--- config.mk ---
export PLATFORM = sky130hd
export DESIGN_NAME = trap_ring_gen
export DESIGN_NICKNAME = d
export VERILOG_FILES = /design/src/rtl/trap_ring_pkg.sv /design/src/rtl/trap_cfg_regs.sv /design/src/rtl/trap_ramp_core.sv /design/src/rtl/trap_out_stage.sv /design/src/rtl/trap_ring_gen.sv
export SDC_FILE = /design/constraint.sdc
export NUM_CORES = 1
export LEC_CHECK = 0
export BUFFER_PORTS_ARGS = -buffer_cell sky130_fd_sc_hd__buf_2
export CAP_MARGIN = 0
export CORE_AREA = 2 2 143 117
export DETAILED_ROUTE_END_ITERATION = 12
export DIE_AREA = 0 0 145 119
export GPL_TIMING_DRIVEN = 0
export PLACE_DENSITY = 0.8
export RECOVER_POWER = 100
export SLEW_MARGIN = 40
export SYNTH_ARGS = -nofsm -noshare
export SYNTH_HDL_FRONTEND = slang
export SYNTH_SLANG_ARGS = --single-unit
--- constraint.sdc ---
create_clock -name clk -period 9.1 [get_ports clk]
set_input_delay 1.365 -clock clk [delete_from_list [all_inputs] [get_ports clk]]
set_output_delay 1.365 -clock clk [all_outputs]
set_load 0.01 [all_outputs]
--- src/rtl/trap_ring_pkg.sv ---
package trap_ring_pkg;
  typedef enum logic [2:0] {
    CFG_HALF = 3'd0,
    CFG_AMP  = 3'd1,
    CFG_STEP = 3'd2,
    CFG_OFS  = 3'd3,
    CFG_CTRL = 3'd4
  } cfg_addr_e;

  localparam int CTRL_SHAPE_BIT = 0;
  localparam int CTRL_OFS_BIT   = 1;
endpackage

--- src/rtl/trap_cfg_regs.sv ---
module trap_cfg_regs
  import trap_ring_pkg::*;
#(
  parameter int DATA_W   = 16,
  parameter int CNT_W    = 16,
  parameter int RST_HALF = 200,
  localparam int MAG_W   = DATA_W - 1
) (
  input  logic                     clk,
  input  logic                     rst,
  input  logic                     we,
  input  logic [2:0]               addr,
  input  logic [DATA_W-1:0]        wdata,
  input  logic                     load,
  output logic [CNT_W-1:0]         reload_half,
  output logic [MAG_W-1:0]         act_amp,
  output logic [MAG_W-1:0]         act_step,
  output logic signed [DATA_W-1:0] offset,
  output logic                     shape_sel,
  output logic                     ofs_en
);
  logic [CNT_W-1:0] stg_half;
  logic [MAG_W-1:0] stg_amp;
  logic [MAG_W-1:0] stg_step;

  always_ff @(posedge clk) begin
    if (rst) begin
      stg_half  <= CNT_W'(RST_HALF);
      stg_amp   <= '0;
      stg_step  <= '0;
      act_amp   <= '0;
      act_step  <= '0;
      offset    <= '0;
      shape_sel <= 1'b0;
      ofs_en    <= 1'b0;
    end else begin
      if (load) begin
        act_amp  <= stg_amp;
        act_step <= stg_step;
      end
      if (we) begin
        case (addr)
          CFG_HALF: stg_half <= CNT_W'(wdata);
          CFG_AMP:  stg_amp  <= wdata[MAG_W-1:0];
          CFG_STEP: stg_step <= wdata[MAG_W-1:0];
          CFG_OFS:  offset   <= wdata;
          CFG_CTRL: begin
            shape_sel <= wdata[CTRL_SHAPE_BIT];
            ofs_en    <= wdata[CTRL_OFS_BIT];
          end
          default: ;
        endcase
      end
    end
  end

  assign reload_half = (stg_half == '0) ? CNT_W'(1) : stg_half;

  // active shape settings move only on a boundary
  assert_shape_latched_R5: assert property (@(posedge clk) disable iff (rst)
    !load |=> ($stable(act_amp) && $stable(act_step)));
endmodule

--- src/rtl/trap_ramp_core.sv ---
module trap_ramp_core #(
  parameter int DATA_W   = 16,
  parameter int CNT_W    = 16,
  parameter int RST_HALF = 200,
  localparam int MAG_W   = DATA_W - 1,
  localparam int SUM_W   = DATA_W + 2,
  localparam int RST_CNT = (RST_HALF == 0) ? 1 : RST_HALF
) (
  input  logic                   clk,
  input  logic                   rst,
  input  logic                   adv,
  input  logic [MAG_W-1:0]       amp,
  input  logic [MAG_W-1:0]       step,
  input  logic [CNT_W-1:0]       reload_half,
  output logic signed [DATA_W:0] wave_next,
  output logic                   boundary
);
  logic signed [DATA_W:0] val;
  logic                   rising;
  logic [CNT_W-1:0]       cnt;

  logic signed [SUM_W-1:0] amp_s, step_s, val_s, trial, clamped;

  always_comb begin
    amp_s  = $signed({{(SUM_W-MAG_W){1'b0}}, amp});
    step_s = $signed({{(SUM_W-MAG_W){1'b0}}, step});
    val_s  = {{(SUM_W-DATA_W-1){val[DATA_W]}}, val};
    trial  = rising ? (val_s + step_s) : (val_s - step_s);
    clamped = trial;
    if (rising && (trial > amp_s))
      clamped = amp_s;
    else if (!rising && (trial < -amp_s))
      clamped = -amp_s;
    wave_next = clamped[DATA_W:0];
  end

  assign boundary = adv && (cnt == CNT_W'(1));

  always_ff @(posedge clk) begin
    if (rst) begin
      val    <= '0;
      rising <= 1'b1;
      cnt    <= CNT_W'(RST_CNT);
    end else if (adv) begin
      val <= wave_next;
      if (boundary) begin
        rising <= ~rising;
        cnt    <= reload_half;
      end else begin
        cnt <= cnt - CNT_W'(1);
      end
    end
  end

  // generator frozen while not advanced
  assert_hold_idle_R8: assert property (@(posedge clk) disable iff (rst)
    !adv |=> ($stable(val) && $stable(rising) && $stable(cnt)));
  // counter never parks at zero
  assert_cnt_live_R4: assert property (@(posedge clk) disable iff (rst)
    cnt != '0);
  // every boundary flips direction
  assert_flip_R4: assert property (@(posedge clk) disable iff (rst)
    boundary |=> (rising != $past(rising)));
endmodule

--- src/rtl/trap_out_stage.sv ---
module trap_out_stage #(
  parameter int DATA_W = 16,
  localparam int SUM_W = DATA_W + 2
) (
  input  logic                     clk,
  input  logic                     rst,
  input  logic                     tick,
  input  logic                     out_ready,
  input  logic                     shape_sel,
  input  logic                     ofs_en,
  input  logic signed [DATA_W-1:0] offset,
  input  logic signed [DATA_W:0]   wave_next,
  input  logic signed [DATA_W-1:0] sin_sample,
  output logic                     accept,
  output logic                     out_valid,
  output logic signed [DATA_W-1:0] out_data
);
  localparam logic signed [SUM_W-1:0] MAX_S = SUM_W'((64'sd1 <<< (DATA_W-1)) - 1);
  localparam logic signed [SUM_W-1:0] MIN_S = -MAX_S - SUM_W'(1);

  logic signed [SUM_W-1:0] src, ofs_x, sum, sat;

  assign accept = tick && (!out_valid || out_ready);

  always_comb begin
    src = shape_sel ? {{(SUM_W-DATA_W-1){wave_next[DATA_W]}}, wave_next}
                    : {{(SUM_W-DATA_W){sin_sample[DATA_W-1]}}, sin_sample};
    ofs_x = ofs_en ? {{(SUM_W-DATA_W){offset[DATA_W-1]}}, offset} : '0;
    sum = src + ofs_x;
    if (sum > MAX_S)      sat = MAX_S;
    else if (sum < MIN_S) sat = MIN_S;
    else                  sat = sum;
  end

  always_ff @(posedge clk) begin
    if (rst) begin
      out_valid <= 1'b0;
      out_data  <= '0;
    end else if (accept) begin
      out_valid <= 1'b1;
      out_data  <= sat[DATA_W-1:0];
    end else if (out_ready) begin
      out_valid <= 1'b0;
    end
  end

  // a held sample stays put
  assert_hold_stall_R2: assert property (@(posedge clk) disable iff (rst)
    (out_valid && !out_ready) |=> (out_valid && $stable(out_data)));
  // taken strobe yields a sample
  assert_accept_valid_R2: assert property (@(posedge clk) disable iff (rst)
    accept |=> out_valid);
endmodule

--- src/rtl/trap_ring_gen.sv ---
module trap_ring_gen #(
  parameter int DATA_W   = 16,
  parameter int CNT_W    = 16,
  parameter int RST_HALF = 200,
  localparam int MAG_W   = DATA_W - 1
) (
  input  logic                     clk,
  input  logic                     rst,
  input  logic                     cfg_we,
  input  logic [2:0]               cfg_addr,
  input  logic [DATA_W-1:0]        cfg_wdata,
  input  logic                     sample_tick,
  input  logic signed [DATA_W-1:0] sin_sample,
  output logic                     out_valid,
  input  logic                     out_ready,
  output logic signed [DATA_W-1:0] out_data
);
  logic                   boundary, accept, adv, shape_sel, ofs_en;
  logic [CNT_W-1:0]       reload_half;
  logic [MAG_W-1:0]       act_amp, act_step;
  logic signed [DATA_W-1:0] offset;
  logic signed [DATA_W:0]   wave_next;

  assign adv = accept && shape_sel;

  trap_cfg_regs #(.DATA_W(DATA_W), .CNT_W(CNT_W), .RST_HALF(RST_HALF)) u_cfg (
    .clk(clk), .rst(rst), .we(cfg_we), .addr(cfg_addr), .wdata(cfg_wdata),
    .load(boundary), .reload_half(reload_half), .act_amp(act_amp),
    .act_step(act_step), .offset(offset), .shape_sel(shape_sel), .ofs_en(ofs_en)
  );

  trap_ramp_core #(.DATA_W(DATA_W), .CNT_W(CNT_W), .RST_HALF(RST_HALF)) u_core (
    .clk(clk), .rst(rst), .adv(adv), .amp(act_amp), .step(act_step),
    .reload_half(reload_half), .wave_next(wave_next), .boundary(boundary)
  );

  trap_out_stage #(.DATA_W(DATA_W)) u_out (
    .clk(clk), .rst(rst), .tick(sample_tick), .out_ready(out_ready),
    .shape_sel(shape_sel), .ofs_en(ofs_en), .offset(offset),
    .wave_next(wave_next), .sin_sample(sin_sample), .accept(accept),
    .out_valid(out_valid), .out_data(out_data)
  );
endmodule

==> run summary, run 1 <==
status = finished, final reports clean
hpwl dp = 23,700 um
Synth area leaders = dfxtp_1 (30%), nand2_1 (9.7%), ha_1 (8.9%), a21oi_1 (7.9%), nor2_1 (3.4%)
CP endpoint kind = flop
cell area after synthesis = 9720 sq um
maximum root-to-sink buffer count = 2
total CTS buffers = 17
P&R area growth vs syn = 12.7%
die area = 17,300 sq um
synthesized flop and latch total = 145
hold buffers post-CTS = 0
Max rail drop VDD = 169 uV
total power = 1.51 mW
initial drt markers = 1,306
top-area cell type share of the netlist area = 0.299
number of flops mapped to enable cells by yosys = 0
core area = 16,000 sq um
crit-path leading delay family = compound AO/OA/AOI/OAI gates
CTS tree = built
Synth warnings = 0
n_diodes = 0
Final setup viols = 0
RD Place Congestion = 0.995
synth unique cells = 92
clock latency on the worst-skew pair = 0.44 ns
Max Cap Viol = 0
Final TNS setup = 0 ns
nets = 1,448
Global Route Usage Sum = 0.368
cells after synthesis = 1,261
Cells after DPL = 1,536
num ports = 57
R2R Setup Slk = 0.36 ns
Mapped Nets = 1,372
pin count of the biggest net entering global routing = 19
Reg clk slew, reported paths = 0.07 ns
vias in the first global route = 9,146
crit path DAT = 9.09 ns
share of cells above drive strength 1 = 0.103
Layout Cells excl Fill = 1,570
row cnt = 42
Final Max Tran Viols = 0
final hold violations = 0
Mean Syn Cell Area = 7.71 sq um
Critical Path Start Type = flop
Post-synth top cells = nand2_1 (252), a21oi_1 (154), dfxtp_1 (145), nor2_1 (87), ha_1 (69)
slowest cell on the critical path = a221oi_1
DR vias = 9,952
drt wl/cell = 20.2 um
Final Skew = 0.0122 ns
measured slew at the worst slew-check pin = 0.841 ns
Die Wd = 145 um
CTS H-tree lvls = 4
RSZ-0062 raised after global routing = false
initial antenna violation count = 0
die height = 119 um
Tmin final = 8.74 ns
Synth area leader = dfxtp_1
WP data required = 9.45 ns
Crit Path Max Fanout = 10
global-route wire length before repair = 49,700 um
DRC viols = 0
Leak = 4.41 nW
clk root buf = clkbuf_16
Pre-antenna DRT Iters = 6
port buffer count = 55
gr ovfl total = 0
period utilization = 0.960
Hold Crit Class = flop to flop
Async SR Flop Fraction = 0
CTS Sinks = 145
Relative slew margins = 0.432
Setup WS post-layout = 0.361 ns
WP buf/inv = 4
count leader, synth = nand2_1
Vias per Instance = 6.34
pre-CTS setup slack = -0.200 ns
fmax = 0.114 GHz
register area share after synthesis = 0.299
Main synth FF type = dfxtp_1
PwrDens = 138 nW/um^2
routed wire length = 31,700 um
antenna-violating nets left = 0
Setup CP Type = flop to flop
initial core utilization = 0.606
slowest stage delay, CP = 0.52 ns
==> where the power goes <==
part | total (mW) | switching, mW | internal (mW)
logic | 0.147 | 0.0976 | 0.0497
registers | 0.657 | 0.00869 | 0.648
clock network | 0.706 | 0.334 | 0.372
==> kinds of logic (layout without fill, tap and decap cells) <==
kind of cell,Yosys count,in the layout,synth area share
AO/OA/AOI/OAI,369,369,0.256
XOR/XNOR,46,46,0.0422
adder cells (fa/ha/maj),71,71,0.0929
buffers and inverters,106,195,0.0453
flip-flops,145,145,0.299
multiplexers,13,13,0.0135
AND/OR/NAND/NOR,511,511,0.251
==> path summary, 6_finish.rpt <==
check	start	endpoint	cells past startpoint
setup / recovery	u_core.rising$_SDFFE_PP1P_	u_out.out_data[13]$_SDFFE_PP0P_	32
hold / removal	u_cfg.stg_step[11]$_SDFFE_PP0P_	u_cfg.stg_step[11]$_SDFFE_PP0P_	2
hold reg to reg	u_cfg.stg_step[11]$_SDFFE_PP0P_	u_cfg.stg_step[11]$_SDFFE_PP0P_	2
setup reg to reg	u_core.rising$_SDFFE_PP1P_	u_out.out_data[13]$_SDFFE_PP0P_	32
==> through the flow <==
stage / hold WS [ns] / utilization / area, sq um
floorplan: 0.432 / - / 9720
global placement: 0.440 / 0.641 / 10300
detailed placement: 0.445 / 0.641 / 10300
CTS: 0.454 / 0.681 / 10900
global route: 0.476 / 0.683 / 11000
finish: 0.456 / 0.683 / 11000
==> cell usage in the layout (no fill, tap or decap), drive strengths merged, types with 12 or more instances in the layout <==
cell type and instances:
mux2i 12, and3 13, o31ai 19, a21o 35, nor4 16, inv 45, and2 26, nand2 253
clkbuf 87, buf 52, o211ai 20, xnor2 22, xor2 24, a211oi 13, o21ai 38, ha 69
a221oi 14, nand3 21, nor2 88, a21oi 154, dfxtp 145, nor3 27, nand2b 12
==> worst reg2reg max path, delay by kind of cell, from the launching register on <==
kind                       cells  cell delay, ns
xor gates and xnor gates       1            0.20
adders and majority gates      3            1.01
and+or+nand+nor                6            1.38
DFF                            1            0.43
buffers and inverters          4            0.98
AOI/OAI and AO/OA             18            4.67
==> cell type report <==
class	instances	area (sq um)
clock inverter	15	189
clock buffer	17	425
multi-input combinational	1010	6440
fill	1390	5080
sequential	145	2900
timing repair buffer	57	269
buffer	65	293
inverter	41	154
tap	220	275
==> sequential cells by signal (all words and copies together), names as in the netlist <==
register	count
u_cfg.stg_amp	15
u_core.rising	1
u_out.out_data	16
u_cfg.act_amp	15
u_cfg.stg_step	15
u_cfg.stg_half	16
u_cfg.offset	16
u_cfg.ofs_en	1
u_cfg.act_step	15
u_cfg.shape_sel	1
u_out.out_valid	1
u_core.cnt	16
u_core.val	17
==> layer usage <==
metal  vias up  share of wire  track usage
met4         0          0.035        0.142
li1       4691              -            -
met2       589           0.42        0.551
met1      4580           0.43        0.526
met3        92           0.11       0.0663
met5         -              0            0
==> what timing repair did <==
action | CTS | global route
buffers inserted | 2 | 0
hold endpoints to repair | 0 | 0
pin swaps | 1 | 0
endpoints found under the setup margin | 15 | 15
resized for setup | 2 | 16
No activity file was read; power rests on OpenSTA's default activity.
==> run 2, diff against run 1 <==
--- a/config.mk
+++ b/config.mk
@@ -5,11 +5,12 @@
 export SDC_FILE = /design/constraint.sdc
 export NUM_CORES = 1
 export LEC_CHECK = 0
+export ABC_AREA = 1
 export BUFFER_PORTS_ARGS = -buffer_cell sky130_fd_sc_hd__buf_2
 export CAP_MARGIN = 0
-export CORE_AREA = 2 2 143 117
+export CORE_AREA = 2 2 142 116
 export DETAILED_ROUTE_END_ITERATION = 12
-export DIE_AREA = 0 0 145 119
+export DIE_AREA = 0 0 144 118
 export GPL_TIMING_DRIVEN = 0
 export PLACE_DENSITY = 0.8
 export RECOVER_POWER = 100
==> run 2 against run 1 <==
Combinational power is 36% higher; non-clock buffer count is 13 lower; via count is 0.18% lower; clock skew is 0.0030 ns lower; critical path depth is 5 higher; global-route usage is 2.6 points lower; largest power group unchanged; register-to-register slack better by 0.30 ns; clock power is 3% lower; synthesized cell count is 13% higher; utilization is 0.53 points lower; sequential power is 2% higher.
==> run summary, run 2 <==
status = finished, final reports clean
share of cells above drive strength 1 = 0.0657
register area share after synthesis = 0.306
PwrDens = 148 nW/um^2
Synth area leader = dfxtp_1
synthesized flop and latch total = 145
hold slack = 0.448 ns
num ports = 57
clk root buf = clkbuf_16
Final setup viols = 0
Tmin final = 8.44 ns
Setup CP Type = flop to flop
R2R Setup Slk = 0.66 ns
multi-input logic area = 5540 sq um
clock latency on the worst-skew pair = 0.43 ns
Worst Reg-to-Reg Cells = 37
core area = 15,500 sq um
top-area cell type share of the netlist area = 0.306
initial drt markers = 1,134
Mapped Nets = 1,532
CP endpoint kind = flop
measured slew at the worst slew-check pin = 0.989 ns
Synth area leaders = dfxtp_1 (31%), nand2_1 (11%), ha_1 (9.1%), inv_1 (7.9%), nor2_1 (6.8%)
Post-CTS Resized = 0
RD Place Congestion = 1.00
hold buffers post-CTS = 0
total CTS buffers = 17
Relative slew margins = 0.336
slowest stage delay, CP = 0.52 ns
commonest non-fill, non-tap cell in the layout = nand2_1
Final TNS setup = 0 ns
pin count of the biggest net entering global routing = 17
Post-CTS Setup Bufs = 0
Leak = 5.42 nW
CTS tree = built
hpwl dp = 22,100 um
total power = 1.56 mW
Critical Path Start Type = flop
Die Wd = 144 um
CTS H-tree lvls = 4
number of flops mapped to enable cells by yosys = 0
register area = 2900 sq um
slowest cell on the critical path = clkinv_1
Async SR Flop Fraction = 0
Final Max Tran Viols = 0
R2R Path End = u_out.out_data[8]$_SDFFE_PP0P_
Vias per Instance = 5.77
Pre-antenna DRT Iters = 7
Hold Startpoint = u_cfg.offset[13]$_SDFFE_PP0P_
global-route wire length before repair = 45,200 um
WP data required = 9.46 ns
most frequent cells in the layout = nand2_1 (290), inv_1 (199), nor2_1 (172)
drt wl/cell = 16.9 um
Mean Syn Cell Area = 6.67 sq um
initial antenna violation count = 0
Main synth FF type = dfxtp_1
maximum root-to-sink buffer count = 2
crit-path most repeated cell = nand2_1
antenna-violating nets left = 0
count leader, synth = nand2_1
number of flip-flops under the largest register name = 17
vias in the first global route = 8,869
Synth warnings = 0
cells after synthesis = 1,421
CTS Sinks = 145
Crit Path Max Fanout = 10
final hold violations = 0
gr ovfl total = 0
fmax = 0.118 GHz
RSZ-0062 raised after global routing = false
synth unique cells = 49
Final Skew = 0.00925 ns
initial core utilization = 0.610
nets = 1,606
Post-synth top cells = nand2_1 (289), inv_1 (199), nor2_1 (172), dfxtp_1 (145), o21ai_0 (111)
routed wire length = 29,100 um
DRC viols = 0
hold path endpoint = u_cfg.offset[13]$_SDFFE_PP0P_
period utilization = 0.927
R2R Path Start = u_core.rising$_SDFFE_PP1P_
crit path DAT = 8.80 ns
Hold Crit Class = flop to flop
cell area after synthesis = 9480 sq um
row cnt = 41
die height = 118 um
DR vias = 9,934
n_diodes = 0
largest reg by FF count = u_core.val
Max Cap Viol = 0
port buffer count = 55
die area = 17,000 sq um
Reg clk slew, reported paths = 0.06 ns
worst hold stages = 2
Max rail drop VDD = 144 uV
P&R area growth vs syn = 11.2%
Fill cells = 1,433
Global Route Usage Sum = 0.342
[run 2: layer usage]
metal | vias to the layer above | global-route usage | wire length (um)
li1 | 4764 | - | -
met1 | 4585 | 0.510 | 12800
met2 | 531 | 0.506 | 12300
met3 | 54 | 0.0700 | 3450
met4 | 0 | 0.0760 | 512
met5 | - | 0 | 0
[run 2: critical path: cells and delay by family, from the launching register on]
kind / cells / cell delay (ns)
AOI/OAI and AO/OA: 10 / 2.29
and+or+nand+nor: 15 / 2.17
xor gates and xnor gates: 3 / 0.65
DFF: 1 / 0.42
buffers and inverters: 5 / 1.56
adders and majority gates: 4 / 1.26
[run 2: per-stage QoR]
stage,utilization,instances,worst slack [ns],area [sq um]
floorplan,-,1421,2.80,9480
global placement,0.645,1691,1.46,10000
detailed placement,0.645,1691,1.32,10000
CTS,0.682,1722,1.27,10600
global route,0.678,1722,0.220,10500
finish,0.678,1722,0.660,10500
[run 2: where the power goes]
group	switching (mW)	leakage (nW)	internal, mW
logic	0.138	3.97	0.0625
clock network	0.274	0.275	0.414
registers	0.0117	1.18	0.655
[run 2: cell families (layout without fill, tap and decap cells)]
logic type / after synthesis / count (layout) / share of synthesized area
flip-flops: 145 / 145 / 0.306
AND/OR/NAND/NOR: 606 / 606 / 0.269
adder cells (fa/ha/maj): 71 / 71 / 0.0953
XOR/XNOR: 51 / 51 / 0.0479
AO/OA/AOI/OAI: 289 / 289 / 0.176
buffers and inverters: 259 / 345 / 0.106
[run 2: cell type report]
cell class | count | area share
clock buffer | 21 | 0.0437
tap | 215 | 0.0255
buffer | 54 | 0.0217
clock inverter | 10 | 0.0106
multi-input combinational | 1017 | 0.526
timing repair buffer | 55 | 0.0240
sequential | 145 | 0.275
inverter | 205 | 0.0733
[run 2: worst max-delay path by stage]
stage,startpoint,to,slack (ns),cells past startpoint
2_1_floorplan,u_cfg.act_step[0]$_SDFFE_PP0P_,u_out.out_data[10]$_SDFFE_PP0P_,2.80,42
3_3_place_gp,u_cfg.act_step[0]$_SDFFE_PP0P_,u_out.out_data[5]$_SDFFE_PP0P_,1.46,41
3_5_place_dp,u_cfg.act_step[0]$_SDFFE_PP0P_,u_out.out_data[3]$_SDFFE_PP0P_,1.32,42
4_1_cts,u_core.rising$_SDFFE_PP1P_,u_out.out_data[5]$_SDFFE_PP0P_,1.27,42
5_1_grt,u_cfg.act_step[0]$_SDFFE_PP0P_,u_out.out_data[11]$_SDFFE_PP0P_,0.22,42
6_report,u_core.rising$_SDFFE_PP1P_,u_out.out_data[8]$_SDFFE_PP0P_,0.66,37
